File: src/rtl/dab_pwm_pkg.sv
package dab_pwm_pkg;
    typedef enum logic {
        SEQ_IDLE = 1'b0,
        SEQ_RUN  = 1'b1
    } seq_state_e;

    typedef enum logic {
        GATE_LOW  = 1'b0,
        GATE_HIGH = 1'b1
    } gate_state_e;

    localparam int NUM_LEGS = 2;
    localparam int LEG_PRI  = 0;
    localparam int LEG_SEC  = 1;
endpackage

File: src/rtl/dab_pwm_carrier.sv
module dab_pwm_carrier
    import dab_pwm_pkg::*;
#(
    parameter int CNT_W = 8
) (
    input  logic             clk,
    input  logic             rst,
    input  logic             en,
    output logic [CNT_W-1:0] cnt_o,
    output logic [CNT_W-1:0] prev_o,
    output logic             active_o,
    output logic             load_o,
    output logic             strobe_o
);
    localparam logic [CNT_W-1:0] CNT_MAX = '1;
    localparam logic [CNT_W-1:0] CNT_ONE = 1;

    seq_state_e       state_q, state_d;
    logic [CNT_W-1:0] cnt_q, prev_q;
    logic             strobe_q;

    // state register
    always_ff @(posedge clk) begin
        if (rst) state_q <= SEQ_IDLE;
        else     state_q <= state_d;
    end

    // next state
    always_comb begin
        state_d = state_q;
        unique case (state_q)
            SEQ_IDLE: state_d = en ? SEQ_RUN : SEQ_IDLE;
            SEQ_RUN:  state_d = en ? SEQ_RUN : SEQ_IDLE;
        endcase
    end

    // outputs of the sequencer
    always_comb begin
        active_o = 1'b0;
        load_o   = 1'b0;
        unique case (state_q)
            SEQ_IDLE: load_o = en;
            SEQ_RUN: begin
                active_o = en;
                load_o   = en && (cnt_q == CNT_MAX);
            end
        endcase
    end

    always_ff @(posedge clk) begin
        if (rst) begin
            cnt_q    <= '0;
            prev_q   <= '0;
            strobe_q <= 1'b0;
        end else begin
            strobe_q <= load_o;
            if (active_o) begin
                cnt_q  <= cnt_q + CNT_ONE;
                prev_q <= cnt_q;
            end else begin
                cnt_q  <= '0;
                prev_q <= '0;
            end
        end
    end

    assign cnt_o    = cnt_q;
    assign prev_o   = prev_q;
    assign strobe_o = strobe_q;

    assert_strobe_at_zero_R2: assert property (@(posedge clk) disable iff (rst)
        strobe_q |-> cnt_q == '0);

    assert_count_step_R1: assert property (@(posedge clk) disable iff (rst)
        $past(active_o) |-> cnt_q == $past(cnt_q) + CNT_ONE);
endmodule

File: src/rtl/dab_pwm_modmap.sv
module dab_pwm_modmap
    import dab_pwm_pkg::*;
#(
    parameter int CNT_W  = 8,
    parameter int MOD_W  = 18,
    parameter int FRAC_W = 15
) (
    input  logic                                clk,
    input  logic                                rst,
    input  logic                                load_i,
    input  logic signed [MOD_W-1:0]             mod_i,
    output logic [NUM_LEGS-1:0][CNT_W-1:0]      cmp_o
);
    localparam int PW = MOD_W + CNT_W;
    localparam logic signed [MOD_W-1:0] MOD_POS = MOD_W'(2**FRAC_W);
    localparam logic signed [MOD_W-1:0] MOD_NEG = -MOD_POS;
    localparam logic signed [PW-1:0]    HALF_S  = PW'(2**(CNT_W-1));
    localparam logic [CNT_W-1:0]        CMP_MID = CNT_W'(2**(CNT_W-1));
    localparam logic [CNT_W-1:0]        CMP_LO  = CNT_W'(2**(CNT_W-2));
    localparam logic [CNT_W-1:0]        CMP_HI  = CNT_W'(3 * 2**(CNT_W-2));
    localparam logic [CNT_W:0]          CMP_SUM = (CNT_W+1)'(2**CNT_W);

    logic signed [MOD_W-1:0]          mod_sat;
    logic signed [PW-1:0]             mod_ext, offs;
    logic [NUM_LEGS-1:0][CNT_W-1:0]   cmp_d, cmp_q;

    always_comb begin
        if (mod_i > MOD_POS)      mod_sat = MOD_POS;
        else if (mod_i < MOD_NEG) mod_sat = MOD_NEG;
        else                      mod_sat = mod_i;
        mod_ext = PW'(mod_sat);
        offs    = (mod_ext <<< (CNT_W - 2)) >>> FRAC_W;
    end

    for (genvar g = 0; g < NUM_LEGS; g++) begin : g_leg_cmp
        if (g == LEG_PRI) begin : g_minus
            assign cmp_d[g] = CNT_W'(HALF_S - offs);
        end else begin : g_plus
            assign cmp_d[g] = CNT_W'(HALF_S + offs);
        end
    end

    always_ff @(posedge clk) begin
        if (rst) begin
            for (int i = 0; i < NUM_LEGS; i++) cmp_q[i] <= CMP_MID;
        end else if (load_i) begin
            cmp_q <= cmp_d;
        end
    end

    assign cmp_o = cmp_q;

    assert_mirror_R3: assert property (@(posedge clk) disable iff (rst)
        ({1'b0, cmp_q[LEG_PRI]} + {1'b0, cmp_q[LEG_SEC]}) == CMP_SUM);

    assert_cmp_range_R4: assert property (@(posedge clk) disable iff (rst)
        cmp_q[LEG_PRI] >= CMP_LO && cmp_q[LEG_PRI] <= CMP_HI);

    assert_cmp_hold_R7: assert property (@(posedge clk) disable iff (rst)
        !$past(load_i) |-> $stable(cmp_q));
endmodule

File: src/rtl/dab_pwm_gate.sv
module dab_pwm_gate
    import dab_pwm_pkg::*;
#(
    parameter int CNT_W = 8
) (
    input  logic             clk,
    input  logic             rst,
    input  logic             active_i,
    input  logic [CNT_W-1:0] cnt_i,
    input  logic [CNT_W-1:0] prev_i,
    input  logic [CNT_W-1:0] cmp_i,
    output logic             gate_o
);
    localparam logic [CNT_W-1:0] HALF_V = CNT_W'(2**(CNT_W-1));

    gate_state_e      state_q, state_d;
    logic [CNT_W-1:0] off_cur, off_prev;
    logic             set_evt, clr_evt;

    // turn-on carrier is the count; turn-off carrier is shifted by half scale
    always_comb begin
        off_cur  = cnt_i + HALF_V;
        off_prev = prev_i + HALF_V;
        set_evt  = active_i && (prev_i < cmp_i) && (cnt_i >= cmp_i);
        clr_evt  = active_i && (off_prev < cmp_i) && (off_cur >= cmp_i);
    end

    // state register
    always_ff @(posedge clk) begin
        if (rst) state_q <= GATE_LOW;
        else     state_q <= state_d;
    end

    // next state, clear wins over set
    always_comb begin
        state_d = state_q;
        unique case (state_q)
            GATE_LOW:  if (set_evt && !clr_evt) state_d = GATE_HIGH;
            GATE_HIGH: if (!active_i || clr_evt) state_d = GATE_LOW;
        endcase
    end

    // output
    always_comb begin
        gate_o = 1'b0;
        unique case (state_q)
            GATE_LOW:  gate_o = 1'b0;
            GATE_HIGH: gate_o = 1'b1;
        endcase
    end

    assert_gate_low_idle_R9: assert property (@(posedge clk) disable iff (rst)
        !active_i |=> state_q == GATE_LOW);

    assert_rise_at_cmp_R3: assert property (@(posedge clk) disable iff (rst)
        $rose(gate_o) |-> $past(cnt_i) == $past(cmp_i));

    assert_fall_at_cmp_R3: assert property (@(posedge clk) disable iff (rst)
        $fell(gate_o) && $past(active_i) |-> $past(cnt_i) + HALF_V == $past(cmp_i));
endmodule

File: src/rtl/dab_phase_pwm.sv
module dab_phase_pwm
    import dab_pwm_pkg::*;
#(
    parameter int CNT_W  = 8,
    parameter int MOD_W  = 18,
    parameter int FRAC_W = 15
) (
    input  logic                    clk,
    input  logic                    rst,
    input  logic                    en,
    input  logic signed [MOD_W-1:0] mod_in,
    output logic                    gate_pri,
    output logic                    gate_sec,
    output logic                    period_start
);
    logic [CNT_W-1:0]               cnt_w, prev_w;
    logic                           active_w, load_w;
    logic [NUM_LEGS-1:0][CNT_W-1:0] cmp_w;
    logic [NUM_LEGS-1:0]            gate_w;

    dab_pwm_carrier #(.CNT_W(CNT_W)) u_carrier (
        .clk      (clk),
        .rst      (rst),
        .en       (en),
        .cnt_o    (cnt_w),
        .prev_o   (prev_w),
        .active_o (active_w),
        .load_o   (load_w),
        .strobe_o (period_start)
    );

    dab_pwm_modmap #(.CNT_W(CNT_W), .MOD_W(MOD_W), .FRAC_W(FRAC_W)) u_modmap (
        .clk    (clk),
        .rst    (rst),
        .load_i (load_w),
        .mod_i  (mod_in),
        .cmp_o  (cmp_w)
    );

    for (genvar g = 0; g < NUM_LEGS; g++) begin : g_leg
        dab_pwm_gate #(.CNT_W(CNT_W)) u_gate (
            .clk      (clk),
            .rst      (rst),
            .active_i (active_w),
            .cnt_i    (cnt_w),
            .prev_i   (prev_w),
            .cmp_i    (cmp_w[g]),
            .gate_o   (gate_w[g])
        );
    end

    assign gate_pri = gate_w[LEG_PRI];
    assign gate_sec = gate_w[LEG_SEC];

    assert_strobe_single_R2: assert property (@(posedge clk) disable iff (rst)
        period_start |=> !period_start);
endmodule

File: config.mk
export PLATFORM = sky130hd
export DESIGN_NAME = dab_phase_pwm
export DESIGN_NICKNAME = d
export VERILOG_FILES = /design/src/rtl/dab_pwm_pkg.sv /design/src/rtl/dab_pwm_carrier.sv /design/src/rtl/dab_pwm_modmap.sv /design/src/rtl/dab_pwm_gate.sv /design/src/rtl/dab_phase_pwm.sv
export SDC_FILE = /design/constraint.sdc
export NUM_CORES = 1
export LEC_CHECK = 0
export CORE_ASPECT_RATIO = 0.9
export CORE_MARGIN = 5
export CORE_UTILIZATION = 50
export DETAILED_ROUTE_END_ITERATION = 12
export HOLD_SLACK_MARGIN = 0.12
export PLACE_DENSITY = 0.71
export SYNTH_ARGS = -nofsm -noshare
export SYNTH_HDL_FRONTEND = slang
export SYNTH_HIERARCHICAL = 1
export SYNTH_SLANG_ARGS = --single-unit
File: constraint.sdc
create_clock -name clk -period 3.6 [get_ports clk]
set_input_delay 0.72 -clock clk [delete_from_list [all_inputs] [get_ports clk]]
set_output_delay 0.72 -clock clk [all_outputs]
set_load 0.005 [all_outputs]
==> Word level (Yosys, flattened, before mapping) <==
Cells that the tools add are included.
{ "word_totals": {"out_inout_bits": 3, "reg_bits": 36, "inputBits": 21} }
{ "classes": {"add_sub_neg": 5, "n_bitwise": 4, "n_reduce_logical": 17, "muxes": 13, "n_eq_ne": 1, "magnitude_cmp": 10} }
{ "ops": {"columns": ["cell", "n"], "rows": [
  ["2-to-1 mux 17 bit", 2],
  [">= comparator 8 bit", 4],
  ["< comparator 8 bit", 4],
  ["> comparator 18 x 17 -> 1 bit (second input constant)", 1],
  ["< comparator 18 x 16 -> 1 bit (second input constant)", 1],
  ["adder 8 bit (second input constant)", 2],
  ["logical AND 1 bit", 11],
  ["one-hot mux 1 bit (2 select lines)", 5],
  ["adder 8 x 1 -> 8 bit (second input constant)", 1],
  ["adder 8 bit (first input constant)", 1],
  ["== test 8 bit (second input constant)", 1],
  ["subtractor 8 bit (first input constant)", 1],
  ["2-to-1 mux 1 bit", 6],
  ["inverter 1 bit", 4],
  ["zero test 1 bit", 3],
  ["logical OR 1 bit", 2],
  ["OR reduction 2 bit", 1]
]} }

==> Longest topological paths before layout <==
Gate-level depths: netlist (run 1).
{ "logic_depth": {"depth_word": 8, "mapped_depth": 8} }

==> Cells and area by module <==
Netlist (run 1), hierarchy kept.
{ "by_module_without_submodules": {"columns": ["mod", "cells_per_inst", "area_per_inst_um2", "n_inst"], "rows": [
  ["dab_pwm_gate", 59, 470.5, 2],
  ["dab_pwm_modmap", 90, 803.3, 1],
  ["dab_pwm_carrier", 60, 616.8, 1]
]} }

==> Worst setup path after synthesis (run 1) <==
Ideal clock, no wire load.
{ "synth_timing": {"kind": "input to register", "start": "in mod_in[16]", "end": "reg u_modmap.cmp_q (netlist bit u_modmap/cmp_o[4])", "slack_ns": 1.324, "required_time_ns": 3.480, "stages": 8, "arrival_time_ns": 2.156, "path_buffers": 0, "path_cell_list": "or3_1 -> nand2_1 -> nand2_1 -> ha_1 -> nand4bb_1 -> a22o_1 -> nand2_1 -> o31a_1"} }
{ "synth_between": {"elab_chain_cells": 4} }
{ "synth_lines": {"columns": ["element", "line_no", "text"], "rows": [
  ["start: declaration", "dab_phase_pwm.sv:11", "input logic signed [MOD_W-1:0] mod_in,"],
  ["< comparator 18 x 16 -> 1 bit", "dab_pwm_modmap.sv:29", "else if (mod_i < MOD_NEG) mod_sat = MOD_NEG;"],
  ["2-to-1 mux 17 bit", "dab_pwm_modmap.sv:29", null],
  ["2-to-1 mux 17 bit (*)", "dab_pwm_modmap.sv:28", "if (mod_i > MOD_POS) mod_sat = MOD_POS;"],
  ["subtractor 8 bit (*)", "dab_pwm_modmap.sv:37", "assign cmp_d[g] = CNT_W'(HALF_S - offs);"],
  ["end signal: assignment", "dab_pwm_modmap.sv:47", "cmp_q <= cmp_d;"],
  ["end: declaration", "dab_pwm_modmap.sv:25", "logic [NUM_LEGS-1:0][CNT_W-1:0] cmp_d, cmp_q;"]
]} }
Mark *: on every way between the ends. The rest lies on a longest branch, timed or not.
A chain may end at the register's enable or synchronous reset.

==> Final worst setup path (run 1) <==
{ "layout_timing": {"start": "in mod_in[17]", "end": "reg u_modmap.cmp_q (netlist bit u_modmap/cmp_o[4])"} }
The elaborated chain is that of the path after synthesis.

==> summary.md, run 1 <==
| Metric | Value |
|---|---|
| Result of the run | `complete, no violations` |
| Layout cells sized above 1 | `7.823%` |
| Largest net degree at the start of global routing | `27` |
| Final hold violations | `0` |
| Core area | `4518 sq um` |
| Port bufs | `23` |
| Row cnt | `23` |
| Main flop type after synthesis | `dfxtp_1` |
| Initial detailed-routing violation count | `117` |
| DIE WIDTH | `82.44 um` |
| Synth warn | `6` |
| Hold Path Class | `register to register` |
| Post-Syn Instances | `268` |
| Crit path launch type | `primary input` |
| Reg clk slew, reported paths | `70 ps` |
| Final hold slack | `469.8 ps` |
| Placed inst area | `2650 sq um` |
| DR vias | `1934` |
| Total track usage | `17.71%` |
| Synth Net Count | `325` |
| Boundary Pins | `24` |
| Fill cells | `422` |
| Mean Syn Cell Area | `8.810 sq um` |
| Final #Nets | `350` |
| Post-route setup slack | `868.6 ps` |
| CTS tree | `yes` |
| Clk Latency, worst-skew pair | `280 ps` |
| Place WS | `618.4 ps` |
| Max Cap Viol | `0` |
| First-pass detailed-route iteration total | `4` |
| Slew margin rel. | `51.29%` |
| Setup Skew | `2.794 ps` |
| ANT cells | `0` |
| Die area | `6198 sq um` |
| Worst slew pin tran | `728.3 ps` |
| Antenna violation net count after detailed routing | `0` |
| Routed WL per cell | `13.99 um` |
| LEAKAGE | `1.099 nW` |
| CP max FO | `7` |
| Die height | `75.19 um` |
| Multi-input gate area | `1525 sq um` |
| DR DRC count | `0` |
| Root Driver | `clkbuf_8` |
| EDFF count, synth | `0` |
| Sequential share of the synthesized area | `29.68%` |
| Setup bufs post-CTS | `0` |
| Number of synthesized register bits | `35` |
| RSZ-0062 raised after global routing | `no` |
| CP required | `3780 ps` |
| Max IR drop VDD | `241.0 uV` |
| Initial antenna violation count | `0` |
| Sink Count | `35` |
| GR Overflow Total | `0` |
| WL final | `4980 um` |
| Syn Std Cell Area | `2361 sq um` |
| Sequential cell area | `700.7 sq um` |
| Worst setup EP type | `register` |
| First-pass GRT wire length | `8259 um` |
| Synth unique cells | `47` |
| Clock buffer depth | `2` |
| Critical Path AT | `2910 ps` |
| Placed wire-length estimate | `3997 um` |
| Setup Viol. Count Final | `0` |
| CTS Buf Count | `5` |
| Max Fclk | `366.1 MHz` |
| # H-tree levels | `2` |
| Vias per cell | `5.433` |
| Initial Util | `52.26%` |
| Layout Utilization | `60.87%` |
| PostCTS Resize Cnt | `0` |
| Asr flop ratio synth | `0%` |
| Minimum clock period after layout | `2731 ps` |
| Hold Buf Count CTS | `0` |
| Pwr Density | `309.9 nW/um^2` |
| Design Area, Final | `2750 sq um` |
| Number of global-route vias before repair | `1779` |
| R2R Setup Slk | `1550 ps` |
| RD Place Congestion | `0.8208` |
| Area delta synth->final | `16.48%` |
| Total negative setup slack | `0 ps` |
| Slew Limit Fails | `0` |
| CP Class | `primary input to register` |
| Final worst-path cycle share | `75.87%` |
[cells in the final DEF, fill, tap and decap left out, types with 3 or more instances in the layout]
cell type / Yosys / routed
ha_1: 36 / 36
dfxtp_1: 35 / 35
inv_1: 29 / 29
nor2_1: 25 / 25
clkdlybuf4s50_1: 0 / 23
nand2_1: 12 / 12
nand2b_1: 12 / 12
and2_1: 12 / 12
nand3_1: 11 / 11
o21ai_0: 10 / 10
clkbuf_8: 0 / 7
a21oi_1: 6 / 6
nand4_1: 5 / 5
a211o_1: 5 / 5
mux2i_1: 5 / 5
a211oi_1: 4 / 4
a211oi_2: 4 / 4
or3_1: 4 / 4
o21bai_1: 3 / 3
xor2_1: 3 / 3
or4_1: 3 / 3
a311oi_1: 3 / 3
[registers in the layout (all words and copies together) (netlist names)]
name / count
g_leg.u_gate/state_q: 2
u_carrier/prev_o: 8
u_carrier/state_q: 1
u_modmap/cmp_o: 15
u_carrier/strobe_o: 1
u_carrier/cnt_o: 8
[cells in the mapped netlist (3+ instances only)]
master,count,share of area [%]
a311oi_1,3,1.1
a211oi_1,4,1.3
inv_1,29,4.6
xor2_1,3,1.1
nand2_1,12,1.9
clkbuf_1,5,0.79
a211oi_2,4,2.1
o21ai_0,10,2.1
o21bai_1,3,0.95
dfxtp_1,35,30
or3_1,4,1.1
nand4_1,5,1.3
ha_1,36,19
a211o_1,5,1.9
nand2b_1,12,3.2
a21oi_1,6,1.3
nand3_1,11,2.3
nor2_1,25,4.0
mux2i_1,5,2.1
and2_1,12,3.2
or4_1,3,0.95
[power breakdown]
part	switching [W]	internal (W)	total (W)
Sequential	0.00000586	0.000397	0.000403
Clock	0.000135	0.000175	0.000310
Combinational	0.0000721	0.0000671	0.000139
[worst paths after layout]
| check | start | endpoint | cells past startpoint |
|---|---|---|---|
| worst max-delay path | mod_in[17] | u_modmap/cmp_o[4] | 9 |
| worst max register to register | u_carrier/cnt_o[0] | g_leg[0].u_gate/state_q | 7 |
| worst min-delay path | g_leg[0].u_gate/state_q | g_leg[0].u_gate/state_q | 2 |
| worst min register to register | g_leg[0].u_gate/state_q | g_leg[0].u_gate/state_q | 2 |
[cell families after synthesis]
family	share of synthesized area (%)
and+or+nand+nor	24.16
adders and majority gates	19.08
AOI/OAI and AO/OA	17.75
buffers and inverters	5.723
xor gates and xnor gates	1.484
DFF	29.68
muxes	2.120
[per-layer routing]
layer / routed length [um] / global-route usage, %
met1: 2580 / 24.51
met2: 2188 / 26.60
met3: 129 / 3.230
met4: 81 / 8.303
met5: 0 / 0
[per-stage QoR]
step	power, W	cells
CTS	0.0008631	356
global placement	0.0005479	348
floorplan	0.0004966	268
finish	0.0008523	356
detailed placement	0.0005503	348
global route	0.0008941	356
[layout make-up]
type	instances	area share (%)
timing repair buffer	24	8.644
sequential	35	25.48
multi-input combinational	198	55.46
tap	62	2.821
inverter	29	3.958
clock buffer	8	3.640
[critical path, stage by stage]
cell	delay [ps]
clkdlybuf4s50_1	510
or3_1	480
nand2_1	230
nand2_1	90
ha_1	290
nand4bb_1	130
a22o_1	160
nand2_1	60
o31a_1	230
(Power assumes the default switching activity.)
==> run 2, diff against run 1 <==
--- a/config.mk
+++ b/config.mk
@@ -10,7 +10,7 @@
 export CORE_UTILIZATION = 50
 export DETAILED_ROUTE_END_ITERATION = 12
 export HOLD_SLACK_MARGIN = 0.12
-export PLACE_DENSITY = 0.71
+export PLACE_DENSITY = 0.73
 export SYNTH_ARGS = -nofsm -noshare
 export SYNTH_HDL_FRONTEND = slang
 export SYNTH_HIERARCHICAL = 1
==> constraint.sdc (replaced) <==
create_clock -name clk -period 2.51 [get_ports clk]
set_input_delay 0.502 -clock clk [delete_from_list [all_inputs] [get_ports clk]]
set_output_delay 0.502 -clock clk [all_outputs]
set_load 0.005 [all_outputs]
==> run 2 against run 1 <==
  * Combinational power up 53%
  * Register-to-register slack got worse by 1100 ps
  * Die area did not move
  * Global-route usage down 0.70 points
  * Utilization rose by 1.8 points
  * First-iteration DRC count rose by 10%
  * Total power rose by 44%
  * Via count is 0.83% higher
  * Clock skew is essentially flat
  * Critical path type unchanged
  * Highest routed layer unchanged
==> summary.md, run 2 (same netlist as run 1, synthesis figures left out) <==
| Metric | Value |
|---|---|
| Result of the run | `complete, no violations (unchanged)` |
| Reg clk slew, reported paths | `70 ps (about the same)` |
| Initial detailed-routing violation count | `129 (was 117)` |
| Worst setup EP type | `register (unchanged)` |
| PostCTS Resize Cnt | `0 (unchanged)` |
| DR vias | `1950 (was 1934)` |
| Multi-input gate area | `1525 sq um (unchanged)` |
| WL final | `4823 um (was 4980 um)` |
| Crit path launch type | `primary input (unchanged)` |
| Root Driver | `clkbuf_8 (unchanged)` |
| ANT cells | `0 (unchanged)` |
| Clk Latency, worst-skew pair | `280 ps (about the same)` |
| Total track usage | `17.01% (was 17.71%)` |
| CTS Buf Count | `5 (unchanged)` |
| Worst Hold Depth | `2 (unchanged)` |
| Setup Skew | `2.444 ps (was 2.794 ps)` |
| Die area | `6198 sq um (unchanged)` |
| Worst reg2reg path depth | `7 (unchanged)` |
| DIE WIDTH | `82.44 um (unchanged)` |
| Slew margin rel. | `76.76% (was 51.29%)` |
| DR DRC count | `0 (unchanged)` |
| Initial Util | `52.26% (unchanged)` |
| Sequential cell area | `700.7 sq um (unchanged)` |
| LEAKAGE | `1.151 nW (was 1.099 nW)` |
| Row cnt | `23 (unchanged)` |
| Boundary Pins | `24 (unchanged)` |
| Core area | `4518 sq um (unchanged)` |
| RD Place Congestion | `0.8544 (was 0.8208)` |
| Commonest cells after routing, fill and taps aside | `ha_1 (36), dfxtp_1 (35), inv_1 (29), nor2_1 (25), clkdlybuf4s50_1 (23) (unchanged)` |
| Die height | `75.19 um (unchanged)` |
| CTS tree | `yes (unchanged)` |
| CP Class | `primary input to register (unchanged)` |
| Placed wire-length estimate | `3902 um (was 3997 um)` |
| Final #Nets | `361 (was 350)` |
| Setup Viol. Count Final | `0 (unchanged)` |
| Crit Reg-Reg Startpoint | `u_carrier/cnt_o[0] (unchanged)` |
| Largest net degree at the start of global routing | `27 (unchanged)` |
| Worst slew pin tran | `345.5 ps (was 728.3 ps)` |
| GR Overflow Total | `0 (unchanged)` |
| RSZ-0062 raised after global routing | `no (unchanged)` |
| Initial antenna violation count | `0 (unchanged)` |
| Fill cells | `417 (was 422)` |
| Final worst-path cycle share | `87.50%` |
| Final hold violations | `0 (unchanged)` |
| First-pass detailed-route iteration total | `4 (unchanged)` |
| Sink Count | `35 (unchanged)` |
| Max Cap Viol | `0 (unchanged)` |
| Vias per cell | `5.313 (was 5.433)` |
| # H-tree levels | `2 (unchanged)` |
| Pwr Density | `434.0 nW/um^2 (was 309.9 nW/um^2)` |
| R2R Setup Slk | `460 ps (was 1550 ps)` |
| Critical Path AT | `2370 ps (was 2910 ps)` |
| Crit Reg-Reg Endpoint | `g_leg[0].u_gate/state_q (unchanged)` |
| Total negative setup slack | `0 ps (unchanged)` |
| Port bufs | `23 (unchanged)` |
| Area delta synth->final | `19.98% (was 16.48%)` |
| First-pass GRT wire length | `8045 um (was 8259 um)` |
| Max Fclk | `455.3 MHz` |
| Setup bufs post-CTS | `0 (unchanged)` |
| Hold path endpoint | `g_leg[1].u_gate/state_q (was g_leg[0].u_gate/state_q)` |
| Placed inst area | `2733 sq um (was 2650 sq um)` |
| Design Area, Final | `2833 sq um (was 2750 sq um)` |
| Antenna violation net count after detailed routing | `0 (unchanged)` |
| Number of global-route vias before repair | `1821 (was 1779)` |
| Hold_sp | `g_leg[1].u_gate/state_q (was g_leg[0].u_gate/state_q)` |
| Max IR drop VDD | `389.1 uV (was 241.0 uV)` |
| Max reg flops | `15 (unchanged)` |
| Minimum clock period after layout | `2196 ps` |
| Commonest non-fill, non-tap cell in the layout | `ha_1 (unchanged)` |
| Hold Buf Count CTS | `0 (unchanged)` |
| Clock buffer depth | `2 (unchanged)` |
| CP required | `2680 ps (was 3780 ps)` |
| Hold Path Class | `register to register (unchanged)` |
| Layout cells sized above 1 | `11.15% (was 7.823%)` |
| Slew Limit Fails | `0 (unchanged)` |
| Routed WL per cell | `13.14 um (was 13.99 um)` |
| CP max FO | `5 (was 7)` |
==> run 2: through the flow <==
step           total power, W  setup slack [ps]  cells  hold WS, ps  util (%)
2_1_floorplan       0.0007122             451.9    268        446.3         -
3_3_place_gp        0.0007991             68.06    359        456.4     60.48
4_1_cts              0.001244             313.0    367        462.9     62.70
5_1_grt              0.001299             167.3    367        507.4     62.70
3_5_place_dp        0.0008020             19.65    359        453.3     60.48
6_report             0.001229             313.7    367        459.7     62.70
==> run 2: area by class of cell <==
class,instances,area share [%]
clock buffer,8,3.534
inverter,29,3.843
multi-input combinational,198,53.84
sequential,35,24.73
tap,62,2.739
timing repair buffer,35,11.31
==> run 2: report_power, final <==
part | total (W) | switching (W) | internal, W
Clock | 0.000439 | 0.000188 | 0.000250
Sequential | 0.000578 | 0.00000804 | 0.000570
Combinational | 0.000213 | 0.000105 | 0.000108
==> run 2: metal layers <==
layer / wire [um] / track usage (%) / vias to the layer above
met2: 2130 / 25.98 / 24
li1: - / - / 1031
met3: 149 / 5.024 / 6
met4: 40 / 3.875 / 0
met1: 2503 / 23.64 / 889
met5: 0 / 0 / -
==> run 2: worst max-delay path by stage <==
stage / startpoint / end / slack, ps / cells past startpoint
after global routing: mod_in[17] / u_modmap/cmp_o[4] / 170 / 9
final: mod_in[17] / u_modmap/cmp_o[4] / 310 / 9
after floorplan: mod_in[16] / u_modmap/cmp_o[4] / 450 / 8
after global placement: mod_in[17] / u_modmap/cmp_o[4] / 70 / 9
after CTS: mod_in[17] / u_modmap/cmp_o[4] / 310 / 9
after detailed placement: mod_in[17] / u_modmap/cmp_o[4] / 20 / 9
==> run 2: critical path: stages <==
cell             delay [ps]
clkdlybuf4s50_1         460
or3_1                   390
nand2_1                 130
nand2_1                  70
ha_1                    260
nand4bb_1               120
a22o_1                  150
nand2_1                  60
o31a_1                  230
